**src/rtl/mdpm_pkg.sv**
```systemverilog
package mdpm_pkg;

    typedef enum logic {
        MODE_RUN  = 1'b0,
        MODE_HALT = 1'b1
    } mode_e;

endpackage

```
**src/rtl/mdpm_prio_pick.sv**
```systemverilog
module mdpm_prio_pick #(
    parameter int N = 2
) (
    input  logic         enable,
    input  logic [N-1:0] req,
    output logic [N-1:0] gnt
);
    // prefix chain: taken[i] is set when any lower index requests
    logic [N:0] taken;
    assign taken[0] = 1'b0;

    for (genvar i = 0; i < N; i++) begin : g_chain
        assign gnt[i]     = enable & req[i] & ~taken[i];
        assign taken[i+1] = taken[i] | req[i];
    end
endmodule

```
**src/rtl/mdpm_onehot_mux.sv**
```systemverilog
module mdpm_onehot_mux #(
    parameter int N = 2,
    parameter int W = 8
) (
    input  logic [N-1:0]   sel,
    input  logic [N*W-1:0] din,
    output logic [W-1:0]   dout
);
    always_comb begin
        dout = '0;
        for (int i = 0; i < N; i++) begin
            dout = dout | (din[i*W +: W] & {W{sel[i]}});
        end
    end
endmodule

```
**src/rtl/mdpm_ram.sv**
```systemverilog
module mdpm_ram #(
    parameter int ADDR_W = 4,
    parameter int DATA_W = 8
) (
    input  logic              clk,
    input  logic              rst_n,
    input  logic              we,
    input  logic [ADDR_W-1:0] waddr,
    input  logic [DATA_W-1:0] wdata,
    input  logic              re,
    input  logic [ADDR_W-1:0] raddr,
    output logic [DATA_W-1:0] rdata
);
    localparam int DEPTH = 1 << ADDR_W;

    logic [DATA_W-1:0] mem [DEPTH];
    logic [DATA_W-1:0] rdata_d, rdata_q;

    // read samples the array before this edge's write lands
    always_comb begin
        rdata_d = re ? mem[raddr] : rdata_q;
    end

    always_ff @(posedge clk) begin
        if (!rst_n) rdata_q <= '0;
        else        rdata_q <= rdata_d;
    end

    always_ff @(posedge clk) begin
        if (we) mem[waddr] <= wdata;
    end

    assign rdata = rdata_q;
endmodule

```
**src/rtl/mem_dbg_port_mapper.sv**
```systemverilog
module mem_dbg_port_mapper
    import mdpm_pkg::*;
#(
    parameter int N_WR   = 3,
    parameter int N_RD   = 2,
    parameter int ADDR_W = 4,
    parameter int DATA_W = 8
) (
    input  logic                     clk,
    input  logic                     rst_n,
    input  logic                     run_en,
    input  logic [N_WR-1:0]          fw_req,
    input  logic [N_WR*ADDR_W-1:0]   fw_addr,
    input  logic [N_WR*DATA_W-1:0]   fw_data,
    output logic [N_WR-1:0]          fw_gnt,
    input  logic [N_RD-1:0]          fr_req,
    input  logic [N_RD*ADDR_W-1:0]   fr_addr,
    output logic [N_RD-1:0]          fr_gnt,
    output logic [N_RD-1:0]          fr_valid,
    output logic [DATA_W-1:0]        fr_rdata,
    input  logic                     dbg_wr,
    input  logic                     dbg_rd,
    input  logic [ADDR_W-1:0]        dbg_addr,
    input  logic [DATA_W-1:0]        dbg_wdata,
    output logic                     dbg_rvalid,
    output logic [DATA_W-1:0]        dbg_rdata
);
    typedef struct packed {
        logic [N_RD-1:0] fr_vld;
        logic            dbg_vld;
    } vld_t;

    mode_e mode;
    assign mode = run_en ? MODE_RUN : MODE_HALT;

    logic run_ok;
    assign run_ok = (mode == MODE_RUN);

    // priority selection, disabled while halted
    mdpm_prio_pick #(.N(N_WR)) u_wr_pick (
        .enable (run_ok),
        .req    (fw_req),
        .gnt    (fw_gnt)
    );

    mdpm_prio_pick #(.N(N_RD)) u_rd_pick (
        .enable (run_ok),
        .req    (fr_req),
        .gnt    (fr_gnt)
    );

    logic [ADDR_W-1:0] fw_sel_addr;
    logic [DATA_W-1:0] fw_sel_data;
    logic [ADDR_W-1:0] fr_sel_addr;

    mdpm_onehot_mux #(.N(N_WR), .W(ADDR_W)) u_wa_mux (
        .sel (fw_gnt), .din (fw_addr), .dout (fw_sel_addr)
    );
    mdpm_onehot_mux #(.N(N_WR), .W(DATA_W)) u_wd_mux (
        .sel (fw_gnt), .din (fw_data), .dout (fw_sel_data)
    );
    mdpm_onehot_mux #(.N(N_RD), .W(ADDR_W)) u_ra_mux (
        .sel (fr_gnt), .din (fr_addr), .dout (fr_sel_addr)
    );

    // port steering: debug bypass when halted
    logic              mem_we, mem_re;
    logic [ADDR_W-1:0] mem_waddr, mem_raddr;
    logic [DATA_W-1:0] mem_wdata, mem_rdata;

    vld_t vld_d, vld_q;

    always_comb begin
        if (mode == MODE_HALT) begin
            mem_we    = dbg_wr;
            mem_waddr = dbg_addr;
            mem_wdata = dbg_wdata;
            mem_re    = dbg_rd;
            mem_raddr = dbg_addr;
        end else begin
            mem_we    = |fw_gnt;
            mem_waddr = fw_sel_addr;
            mem_wdata = fw_sel_data;
            mem_re    = |fr_gnt;
            mem_raddr = fr_sel_addr;
        end
        vld_d.fr_vld  = fr_gnt;
        vld_d.dbg_vld = (mode == MODE_HALT) & dbg_rd;
    end

    always_ff @(posedge clk) begin
        if (!rst_n) vld_q <= '0;
        else        vld_q <= vld_d;
    end

    mdpm_ram #(.ADDR_W(ADDR_W), .DATA_W(DATA_W)) u_ram (
        .clk   (clk),
        .rst_n (rst_n),
        .we    (mem_we),
        .waddr (mem_waddr),
        .wdata (mem_wdata),
        .re    (mem_re),
        .raddr (mem_raddr),
        .rdata (mem_rdata)
    );

    assign fr_valid   = vld_q.fr_vld;
    assign dbg_rvalid = vld_q.dbg_vld;
    assign fr_rdata   = mem_rdata;
    assign dbg_rdata  = mem_rdata;
endmodule

```
**config.mk**
```make
export PLATFORM = sky130hd
export DESIGN_NAME = mem_dbg_port_mapper
export DESIGN_NICKNAME = d
export VERILOG_FILES = /design/src/rtl/mdpm_pkg.sv /design/src/rtl/mdpm_prio_pick.sv /design/src/rtl/mdpm_onehot_mux.sv /design/src/rtl/mdpm_ram.sv /design/src/rtl/mem_dbg_port_mapper.sv
export SDC_FILE = /design/constraint.sdc
export NUM_CORES = 1
export LEC_CHECK = 0
export ABC_AREA = 0
export BUFFER_PORTS_ARGS = -buffer_cell sky130_fd_sc_hd__buf_2
export CORE_MARGIN = 5
export CORE_UTILIZATION = 57
export DETAILED_ROUTE_END_ITERATION = 8
export GPL_TIMING_DRIVEN = 0
export PLACE_DENSITY = 0.83
export SETUP_SLACK_MARGIN = 0.3
export SLEW_MARGIN = 40
export SYNTH_ARGS = -nofsm -noshare
export SYNTH_HDL_FRONTEND = slang
export SYNTH_SLANG_ARGS = --single-unit
```
**constraint.sdc**
```tcl
create_clock -name clk -period 3.35 [get_ports clk]
set_input_delay 0.67 -clock clk [delete_from_list [all_inputs] [get_ports clk]]
set_output_delay 0.67 -clock clk [all_outputs]
set_load 0.05 [all_outputs]
```
; Word-level counts from Yosys, hierarchy flattened
; Memory sizes are Yosys's and may differ from the RTL's. A register that Yosys moved wholly into a read port is not among the register bits.
; Cells that the tools add are included.
[totals]
ff_bits = 3
n_memories = 1
mem_bits_rw = 128
elab_cells = 40
in_bits = 66
[op_classes]
muxes = 8
reduce_logical = 3
n_bitwise = 26
[mem_list]
columns = memory, depth, width, rd, rd_ports_with_merged_regs, wr, line_no
row1 = u_ram.mem, 16, 8, 1, 1, 1, mdpm_ram.sv:16  ; logic [DATA_W-1:0] mem [DEPTH];
[op_table]
columns = op, count
row1 = bitwise AND 8 bit, 3
row2 = bitwise AND 4 bit, 5
row3 = OR 8 bit, 2
row4 = OR 4 bit, 3
row5 = bitwise AND 1 bit, 9
row6 = 2-to-1 mux 4 bit, 2
row7 = 2-to-1 mux 8 bit, 1
row8 = 2-to-1 mux 1 bit, 5
row9 = NOT 1 bit, 3
row10 = OR reduction 3 bit, 1
row11 = OR reduction 2 bit, 1
row12 = logical NOT 1 bit, 1
row13 = OR 1 bit, 1

; Logic depth before layout (Yosys ltp)
; Gate-level depths: netlist (run 1).
[depth]
ltp_word = 7
ltp_mapped = 8
ltp_nobuf = 5

; Modules after synthesis
; From an unflattened synthesis (run 1), not the netlist that was laid out.
[unflattened]
cells_unflattened = 405
hier_area_um2 = 5990.7
[by_module_without_submodules]
columns = module, n_inst, seq_area_each_um2, area_each_um2, cells_each
row1 = mdpm_ram, 1, 4003.8, 5351.4, 318
row2 = mem_dbg_port_mapper, 1, 60.1, 382.9, 52
row3 = mdpm_onehot_mux (u_wd_mux), 1, 0.0, 120.1, 18
row4 = mdpm_onehot_mux (u_wa_mux), 1, 0.0, 55.1, 8
row5 = mdpm_onehot_mux (u_ra_mux), 1, 0.0, 35.0, 4
row6 = mdpm_prio_pick (u_wr_pick), 1, 0.0, 30.0, 3
row7 = mdpm_prio_pick (u_rd_pick), 1, 0.0, 16.3, 2

; Least setup slack after synthesis (run 1)
; No wires, ideal clock.
[synth_path]
path_type = input to output
start = input run_en
end = output fw_gnt[1]
arrival_ns = 2.275
slack_ns = 0.405
path_stages = 6
n_path_buf = 4
required_time_ns = 2.680
path_cell_list = buf_2 clkbuf_1 buf_2 buf_1 nand2_1 nor2_1
[synth_between]
elab_chain_len = 2
[synth_lines]
columns = item, line_no
row1 = start: declaration, mem_dbg_port_mapper.sv:11  ; input logic run_en,
row2 = bitwise AND 1 bit (2 in series), mdpm_prio_pick.sv:13  ; assign gnt[i] = enable & req[i] & ~taken[i];
row3 = end: declaration, mem_dbg_port_mapper.sv:15  ; output logic [N_WR-1:0] fw_gnt,
; No other way between the ends.

==> metrics, run 1 <==
gr ovfl total 0; Post-DP HPWL 9930 µm; worst skew pair latency 520 ps; Bufs on Longest Clock Path 2; antenna violations before repair 0; Initial Util 57.5%; CP max-delay cell clkbuf_2; cell-by-cell trace of the critical path buf_2 -> buf_2 -> clkbuf_2 -> buf_2 -> buf_2 -> and2_1 -> buf_4 -> buf_2; vias in the first global route 4060; # rows 38; ANT cells 0; final hold viol count 0; Crit path largest cell delay 250 ps; RSZ-0062 raised after global routing no; Final setup viols 0; I/O pins 90; drt total wl 15000 µm; Synth Instances 396; syn_area_per_cell 15.5 µm²; Adder-Cell Fraction of Synth Area 0%; cell repeated most along the worst path buf_2; Post-Syn Nets 462; top post-synthesis cells by area edfxtp_1, mux4_2, dfxtp_1, mux2_2, mux2i_1; setup tns final 0 ps; Pwr Density 603 mW/mm²; post-layout util 68.6%; outcome complete, no violations; Cell variety after synth 51; post-synthesis xor/xnor area fraction 0%; met1 usage 30.5%; Setup Fix Bufs, Post-CTS 0; FF+latch count, synth 139; Reg clk slew, reported paths 60 ps; Top Usage Layer GRT met2; met2 GRT Util 41.5%; CTS tree built; Finished Layout Cells 656; post-DR wirelength/cell 22.8 µm; clk_skew 6.12 ps; Worst Path Arrival 2200 ps; total CTS buffers 17; cts hold-fix bufs 0; GPL Wtd Cong 0.840; Synth Cell Area 0.00615 mm²; GRT Total Usage 24.1%; min-delay worst type input pin to flip-flop; clock sinks 139; mux contribution to synthesized area 11.5%; most frequent cells after synthesis edfxtp_1, o21ai_0, nor2_1, nand2_1; largest net degree at the start of global routing 17; first-pass GRT wire length 23000 µm; Post-Synth Simple-Gate Area 7.00%; number of flops mapped to enable cells by yosys 128; CP Capture Type output port; number of nets with antenna violations after routing 0; Synth area leader edfxtp_1; # port buffers 88; yosys synthesis warning count 0; startpoint types input pin; M3 GR Usage 6.47%; Max rail drop VDD 443 µV; main combinational cell family by area after synthesis compound AO/OA/AOI/OAI gates; hold slack 394 ps; die footprint 0.0130 mm²; Fillers 692; minimum clock period 2870 ps; Via Count 4036; share of cells above drive strength 1 37.0%; Seq/Total Area, Yosys 66.1%; Synth-to-Final Area Change 19.3%; DRT Pass-1 Iters 5; Post-route DRC 0; Max-cap violations 0; DR vias/cell 6.15; overall power 0.00442 W; Max Clk Rate 0.348 GHz; CP max FO 10; Synth Area in Compound Gates 11.7%; critical path class input pin to output port; Max transition margin 41.3%; Tcrit/Tclk final 85.8%; H-tree depth 4; Die X 114 µm; ys flop type edfxtp_1; Worst Max-Slew Pin Slew 877 ps; Inst Count DP 624; most frequent cell after synthesis edfxtp_1; top cell type's share of synthesized area 62.5%; post-synthesis async set-or-reset flop share 0%; WP data required 2680 ps; DIE HEIGHT 114 µm; DRT iter0 DRCs 559; Max Slew Vio Count 0; clock root cell clkbuf_8; core region area 0.0107 mm²; LEAKAGE 2.61 nW; Final #Nets 569
==> metal layers <==
layer | routed length, µm | vias to the layer above
met3 | 1190 | 30
met5 | 0 | -
met1 | 5570 | 2014
li1 | - | 1793
met4 | 315 | 0
met2 | 7880 | 199
==> registers in the layout, indices dropped and copies added, names as in the netlist <==
signal	flops
dbg_rvalid	1
fr_valid	2
u_ram.rdata	8
u_ram.mem	128
==> cells in the final DEF (no fill, tap or decap), types with 6 or more instances in the layout <==
cell and instances:
clkbuf_16 16, dfxtp_1 11, a211oi_1 6, a21oi_1 10, nand3b_1 6, buf_2 95
a221oi_1 6, a22oi_1 8, o21a_1 7, mux4_2 15, mux2i_1 16, clkbuf_1 9
buf_4 11, nand2_1 18, nor2_1 21, o21ai_0 25, edfxtp_1 128, mux2_2 16
and2_1 12, a2111oi_2 8, o22ai_1 8
==> critical path, delay by kind of cell <==
| kind | cells | cell delay [ps] |
|---|---|---|
| buffers and inverters | 7 | 1390 |
| AND/OR/NAND/NOR | 1 | 150 |
==> metrics by stage <==
step	area, µm²	setup WS [ps]
finish	7330	476
detailed placement	6760	70.3
CTS	7330	345
global route	7330	340
floorplan	6150	405
global placement	6760	156
==> path summary, 6_finish.rpt <==
| check | cells past startpoint | slack (ps) | from | to |
|---|---|---|---|---|
| worst min register to register | 2 | 640 | u_ram.rdata[2]$_SDFFE_PN0P_ | u_ram.rdata[2]$_SDFFE_PN0P_ |
| worst max-delay path | 8 | 480 | run_en | fr_gnt[0] |
| worst max register to register | 3 | 1900 | u_ram.mem[6][3]$_DFFE_PP_ | u_ram.rdata[3]$_SDFFE_PN0P_ |
| worst min-delay path | 3 | 390 | dbg_rd | dbg_rvalid$_SDFF_PN0_ |
==> kinds of logic after synthesis <==
| logic type | Yosys count |
|---|---|
| AOI/OAI and AO/OA | 95 |
| DFF | 139 |
| buffers and inverters | 34 |
| and+or+nand+nor | 80 |
| muxes | 48 |
==> power by group <==
group | total [W] | leakage [nW] | internal (W) | switching (W)
Combinational | 0.000611 | 1.13 | 0.000221 | 0.000390
Clock | 0.00178 | 0.269 | 0.00106 | 0.000716
Sequential | 0.00204 | 1.22 | 0.00201 | 0.0000298
Total | 0.00442 | 2.61 | 0.00329 | 0.00114
==> final cells by class <==
class / count / area [µm²] / share of cell area [%]
Buffer: 32 / 223 / 3.04
Clock buffer: 18 / 418 / 5.70
Clock inverter: 14 / 145 / 1.98
Inverter: 2 / 7.51 / 0.102
Multi-Input combinational cell: 223 / 1860 / 25.4
Sequential cell: 139 / 4060 / 55.4
Tap cell: 140 / 175 / 2.39
Timing Repair Buffer: 88 / 440 / 6.00
==> repair_timing <==
action / 4_1_cts / 5_1_grt
gates resized for setup: 1 / 2
pin swaps: 0 / 0
setup endpoints to repair: 4 / 6
Note: power is estimated with default switching activity, not from simulation.
==> inputs of run 2 (changes only) <==
Settings changed: CTS_BUF_LIST set to sky130_fd_sc_hd__clkbuf_4 sky130_fd_sc_hd__clkbuf_8 sky130_fd_sc_hd__clkbuf_16.
==> metrics, run 2 (synthesized netlist as in run 1, its figures left out) <==
Worst Path Arrival 2210 ps (about the same); GPL Wtd Cong 0.840 (unchanged); cell-by-cell trace of the critical path buf_2 -> buf_2 -> clkbuf_2 -> buf_2 -> buf_2 -> and2_1 -> buf_4 -> buf_2; clock sinks 139 (unchanged); DR vias/cell 6.14 (-0.15%); setup tns final 0 ps (unchanged); Max rail drop VDD 446 µV (+0.50%); total CTS buffers 17 (unchanged); Post-DP HPWL 9930 µm (unchanged); RSZ-0062 raised after global routing no; met2 GRT Util 41.5% (about the same); CP max FO 10 (unchanged); DRT Pass-1 Iters 5 (unchanged); outcome complete, no violations; area of the multi-input gates 0.00186 mm² (unchanged); critical path class input pin to output port; worst reg2reg path endpoint u_ram.rdata[3]$_SDFFE_PN0P_; H-tree depth 4 (unchanged); CP Capture Type output port; worst skew pair latency 520 ps (about the same); hold wc startpoint dbg_rd; max FFs per register 128 (unchanged); most common cell after layout, fill and taps aside edfxtp_1; CTS tree built; clock root cell clkbuf_8; number of nets with antenna violations after routing 0 (unchanged); Fillers 694 (+0.29%); Worst Max-Slew Pin Slew 904 ps (+27.0 ps); gr ovfl total 0 (unchanged); GRT Total Usage 24.1% (unchanged); post-route cell area 0.00734 mm² (about the same); vias in the first global route 4064 (+0.099%); M3 GR Usage 6.47% (unchanged); Top Usage Layer GRT met2; antenna violations before repair 0 (unchanged); post-DR wirelength/cell 22.9 µm (+0.41%); first-pass GRT wire length 23000 µm (about the same); CP max-delay cell clkbuf_2; die footprint 0.0130 mm² (unchanged); Max transition margin 39.5% (-1.8 points); share of cells above drive strength 1 37.2% (+0.19 points); overall power 0.00444 W (+0.32%); DIE HEIGHT 114 µm (unchanged); ANT cells 0 (unchanged); # port buffers 88 (unchanged); clk_skew 6.50 ps (+0.388 ps); Inst Count DP 624 (unchanged); final worst slack 473 ps (-2.22 ps); Crit path largest cell delay 250 ps (about the same); Synth-to-Final Area Change 19.4% (about the same); Via Count 4030 (-0.15%); Pwr Density 605 mW/mm² (+0.27%); met1 usage 30.4% (-0.036 points); Post-route DRC 0 (unchanged); core region area 0.0107 mm² (unchanged); Initial Util 57.5% (unchanged); final hold viol count 0 (unchanged); reg-to-reg setup timing slack 1900 ps (about the same); I/O pins 90 (unchanged); cell repeated most along the worst path buf_2; setup slack after placement 70.3 ps (unchanged); FF+latch area 0.00406 mm² (unchanged); minimum clock period 2880 ps (+2.22 ps); worst-case reg-to-reg path depth 3 (unchanged); Bufs on Longest Clock Path 2 (unchanged); hold path depth 3 (unchanged); cts hold-fix bufs 0 (unchanged); DRT iter0 DRCs 583 (+4.3%); Reg clk slew, reported paths 60 ps (about the same); RR Startpoint u_ram.mem[6][3]$_DFFE_PP_; min-delay worst type input pin to flip-flop; most frequent cells in the layout edfxtp_1, buf_2, o21ai_0; Finished Layout Cells 656 (unchanged); # rows 38 (unchanged); Max Slew Vio Count 0 (unchanged); WP data required 2680 ps (about the same); Tcrit/Tclk final 85.9% (about the same); LEAKAGE 2.62 nW (+0.13%); Hold Path Sink dbg_rvalid$_SDFF_PN0_; drt total wl 15000 µm (+0.41%); Most flops, register u_ram.mem; Final setup viols 0 (unchanged); Max-cap violations 0 (unchanged); largest net degree at the start of global routing 17 (unchanged); Die X 114 µm (unchanged); startpoint types input pin; Final #Nets 569 (unchanged); Area after DPL 0.00676 mm² (unchanged); Max Clk Rate 0.348 GHz (about the same)
## run 2: cell types whose count changed in the layout (fill, tap and decap cells not counted)
cell / before / now
clkbuf_1: 9 / 8
clkbuf_4: 0 / 1
## run 2: how the worst max path moves through the flow
stage	from	endpoint	slack (ps)	cells after the start
final	run_en	fr_gnt[0]	470	8
after global routing	run_en	fr_gnt[0]	340	8
after CTS	run_en	fr_gnt[0]	340	8
after detailed placement	run_en	u_ram.mem[0][2]$_DFFE_PP_	70	7
after global placement	run_en	u_ram.mem[0][2]$_DFFE_PP_	160	7
after floorplan	run_en	fw_gnt[1]	400	6
## run 2: layout make-up
type / instances / share of cell area, %
buffer: 32 / 3.03
clock buffer: 18 / 5.75
tap: 140 / 2.39
sequential: 139 / 55.4
timing repair buffer: 88 / 6.00
multi-input combinational: 223 / 25.4
clock inverter: 14 / 1.98
inverter: 2 / 0.102
## run 2: power by group
part | switching (W) | internal (W)
Combinational | 0.000390 | 0.000221
Sequential | 0.0000298 | 0.00201
Clock | 0.000721 | 0.00107
Total | 0.00114 | 0.00330
## run 2: timing repair
| action | in CTS | in global routing |
|---|---|---|
| gates resized for setup | 1 | 2 |
| setup buffers | 0 | 0 |
| endpoints found under the hold margin | 0 | 0 |
| endpoints found under the setup margin | 4 | 6 |
## run 2: critical path, delay by kind of cell
family        cells  cell delay, ps
buf+inv           7            1390
simple gates      1             150
## run 2: per-layer routing
layer  wire [µm]  up-vias  part of all wire, %
met5           0        -                    0
met4         367        0                  2.4
met3        1040       40                  6.9
met2        7910      184                   53
met1        5710     2017                   38
li1            -     1789                    -
## run 2: stage by stage
stage,hold WS [ps],utilization (%)
finish,394,68.6
global route,402,68.6
CTS,373,68.5
detailed placement,627,63.2
global placement,617,63.2
floorplan,707,-
==> inputs of run 3 (changes only) <==
Settings changed: REMOVE_ABC_BUFFERS set to 1, SYNTH_HIERARCHICAL set to 1.
==> metrics, run 3 <==
Max Slew Vio Count 0 (unchanged); core region area 0.0103 mm² (-3.9%); clock sinks 139 (unchanged); vias in the first global route 3805 (-6.4%); Seq/Total Area, Yosys 67.8% (+1.7 points); die footprint 0.0127 mm² (-2.3%); post-DR wirelength/cell 20.5 µm (-11%); final hold viol count 0 (unchanged); CP Capture Type flip-flop; most frequent cells after synthesis edfxtp_1, mux2i_1, nand2_1, nand3_1, a22oi_1; Crit path largest cell delay 630 ps (+380 ps); max FFs per register 128 (unchanged); first-pass GRT wire length 20100 µm (-13%); Cell variety after synth 31 (-39%); Synth area leader edfxtp_1; Tcrit/Tclk final 86.3% (+0.39 points); minimum clock period 2890 ps (+13.0 ps); worst skew pair latency 510 ps (about the same); post-synthesis async set-or-reset flop share 0% (unchanged); Final setup viols 0 (unchanged); Inst Count DP 603 (-3.4%); GPL Wtd Cong 0.881 (+4.8%); clk_skew 3.31 ps (-3.19 ps); largest net degree at the start of global routing 35 (+18); cell-by-cell trace of the critical path buf_2 -> and4bb_2 -> a222oi_1 -> inv_1 -> nand2_1 -> nand2_1 -> nand2_1 -> nor2_1; Post-route DRC 0 (unchanged); overall power 0.00445 W (+0.33%); I/O pins 90 (unchanged); # port buffers 89 (+1.1%); Synth-to-Final Area Change 17.9%; cell repeated most along the worst path nand2_1; Max rail drop VDD 316 µV (-29%); Pwr Density 631 mW/mm² (+4.3%); Max Clk Rate 0.346 GHz (-0.45%); most frequent cell after synthesis edfxtp_1; syn_area_per_cell 14.8 µm² (-4.7%); Finished Layout Cells 635 (-3.2%); clock root cell clkbuf_8; Via Count 3779 (-6.2%); most common cell after layout, fill and taps aside edfxtp_1; hold slack 393 ps (-1.12 ps); Most flops, register u_ram/mem; number of nets with antenna violations after routing 0 (unchanged); most frequent cells in the layout edfxtp_1, buf_2, mux2i_1; ys flop type edfxtp_1; Switching Share 23.3% (-2.4 points); yosys synthesis warning count 6 (+6); Worst Max-Slew Pin Slew 848 ps (-56.2 ps); top cell type's share of synthesized area 64.2% (+1.6 points); WP data required 3490 ps (+810 ps); DIE HEIGHT 113 µm (-1.2%); reg-to-reg setup timing slack 2130 ps (+230 ps); Bufs on Longest Clock Path 2 (unchanged); Worst Path Arrival 3030 ps (+820 ps); DRT Pass-1 Iters 5 (unchanged); Max transition margin 43.4% (+3.9 points); # rows 37 (-2.6%); RSZ-0062 raised after global routing yes; Initial Util 58.3% (+0.84 points); net switching power 0.00104 W (-8.9%); critical path class input pin to flip-flop; startpoint types input pin; CP max FO 30 (+20); setup slack after placement -144 ps (-214 ps); Synth Cell Area 0.00599 mm² (-2.5%); total CTS buffers 17 (unchanged); CTS tree built; gr ovfl total 0 (unchanged); outcome complete, no violations; Pint 0.00341 W (+3.5%); clock share of power 44.0% (+3.7 points); Synth Instances 405 (+2.3%); ANT cells 0 (unchanged); Final #Nets 552 (-3.0%); FF+latch count, synth 139 (unchanged); number of flops mapped to enable cells by yosys 128 (unchanged); Sequential Power Share 45.1% (-0.8 points); drt total wl 13000 µm (-13%); Max-cap violations 0 (unchanged); post-layout util 68.7% (+0.12 points); final worst slack 460 ps (-13.0 ps); antenna violations before repair 0 (unchanged); Post-DP HPWL 8720 µm (-12%); cts hold-fix bufs 0 (unchanged); Crit path max-delay family simple AND/OR/NAND/NOR gates; min-delay worst type input pin to flip-flop; DRT iter0 DRCs 375 (-36%); Logic pwr share 10.9% (-2.9 points); DR vias/cell 5.95 (-3.1%); Setup Fix Bufs, Post-CTS 0 (unchanged); Reg clk slew, reported paths 60 ps (about the same); GRT Total Usage 21.2% (-3.0 points); H-tree depth 4 (unchanged); LEAKAGE 2.60 nW (-0.69%); Die X 113 µm (-1.2%); share of cells above drive strength 1 29.9% (-7.3 points); top post-synthesis cells by area edfxtp_1, mux2i_1, dfxtp_1, a22oi_1, nand2_1; CP max-delay cell nor2_1; worst path bufs/invs 2 (-5)
run 3: changes by cell type after synthesis, sizes merged, moves of 8 or more:
cell / previous run / this run
mux2i: 16 / 64
o21ai: 26 / 0
nand3: 1 / 26
nand2: 18 / 35
a22oi: 8 / 24
mux4: 16 / 0
a222oi: 2 / 12
inv: 2 / 12
a2111oi: 8 / 0
mux2: 16 / 8
o22ai: 8 / 0
run 3: per-layer routing:
| metal | share of wire (%) | vias up | GRT usage, % | routed length [µm] |
|---|---|---|---|---|
| li1 | - | 1713 | - | - |
| met3 | 9.3 | 12 | 6.36 | 1210 |
| met1 | 40 | 1836 | 26.9 | 5250 |
| met4 | 1.5 | 0 | 7.21 | 193 |
| met5 | 0 | - | 0 | 0 |
| met2 | 49 | 218 | 34.8 | 6360 |
run 3: worst register-to-register path, stage by stage, from the launching register on:
cell      delay, ps
edfxtp_1        390
mux2i_1         250
a22oi_1         170
nand3_1         200
nand3_1          90
run 3: power groups by stage:
stage | logic, W | clock network [W] | registers [W]
floorplan | 0.000230 | 0 | 0.00214
global placement | 0.000474 | 0 | 0.00204
detailed placement | 0.000479 | 0 | 0.00204
CTS | 0.000483 | 0.00198 | 0.00201
global route | 0.000521 | 0.00206 | 0.00201
finish | 0.000487 | 0.00196 | 0.00201
run 3: cell type report:
class	count	area (µm²)
timing repair buffer	90	465
clock inverter	15	221
clock buffer	17	414
tap	136	170
multi-input combinational	226	1680
sequential	139	4060
fill	679	3220
inverter	12	45.0
run 3: cell families (layout without fill, tap and decap cells):
logic type      count (synthesis)  count (layout)  synth area share [%]
flops                         139             139                  67.8
simple gates                  104             104                  8.42
mux                            72              72                  12.3
compound gates                 50              50                  6.43
buf+inv                        40             134                  4.99
run 3: worst paths after layout:
kind,endpoint,cells after the start,start
setup / recovery,u_ram/mem[7][6]$_DFFE_PP_,8,run_en
hold / removal,dbg_rvalid$_SDFF_PN0_,3,dbg_rd
setup reg to reg,u_ram/rdata[4]$_SDFFE_PN0P_,4,u_ram/mem[13][4]$_DFFE_PP_
hold reg to reg,u_ram/rdata[0]$_SDFFE_PN0P_,2,u_ram/rdata[0]$_SDFFE_PN0P_
run 3: stage by stage:
step                      cell area, µm²  TNS (ps)
after floorplan                     5740     -6890
after global placement              6350    -17910
after detailed placement            6400     -3810
after CTS                           7040         0
after global routing                7060         0
final                               7060         0
run 3: repair_timing:
action,4_1_cts,5_1_grt
gates resized for setup,0,5
hold endpoints to repair,0,0
setup endpoints to repair,0,40
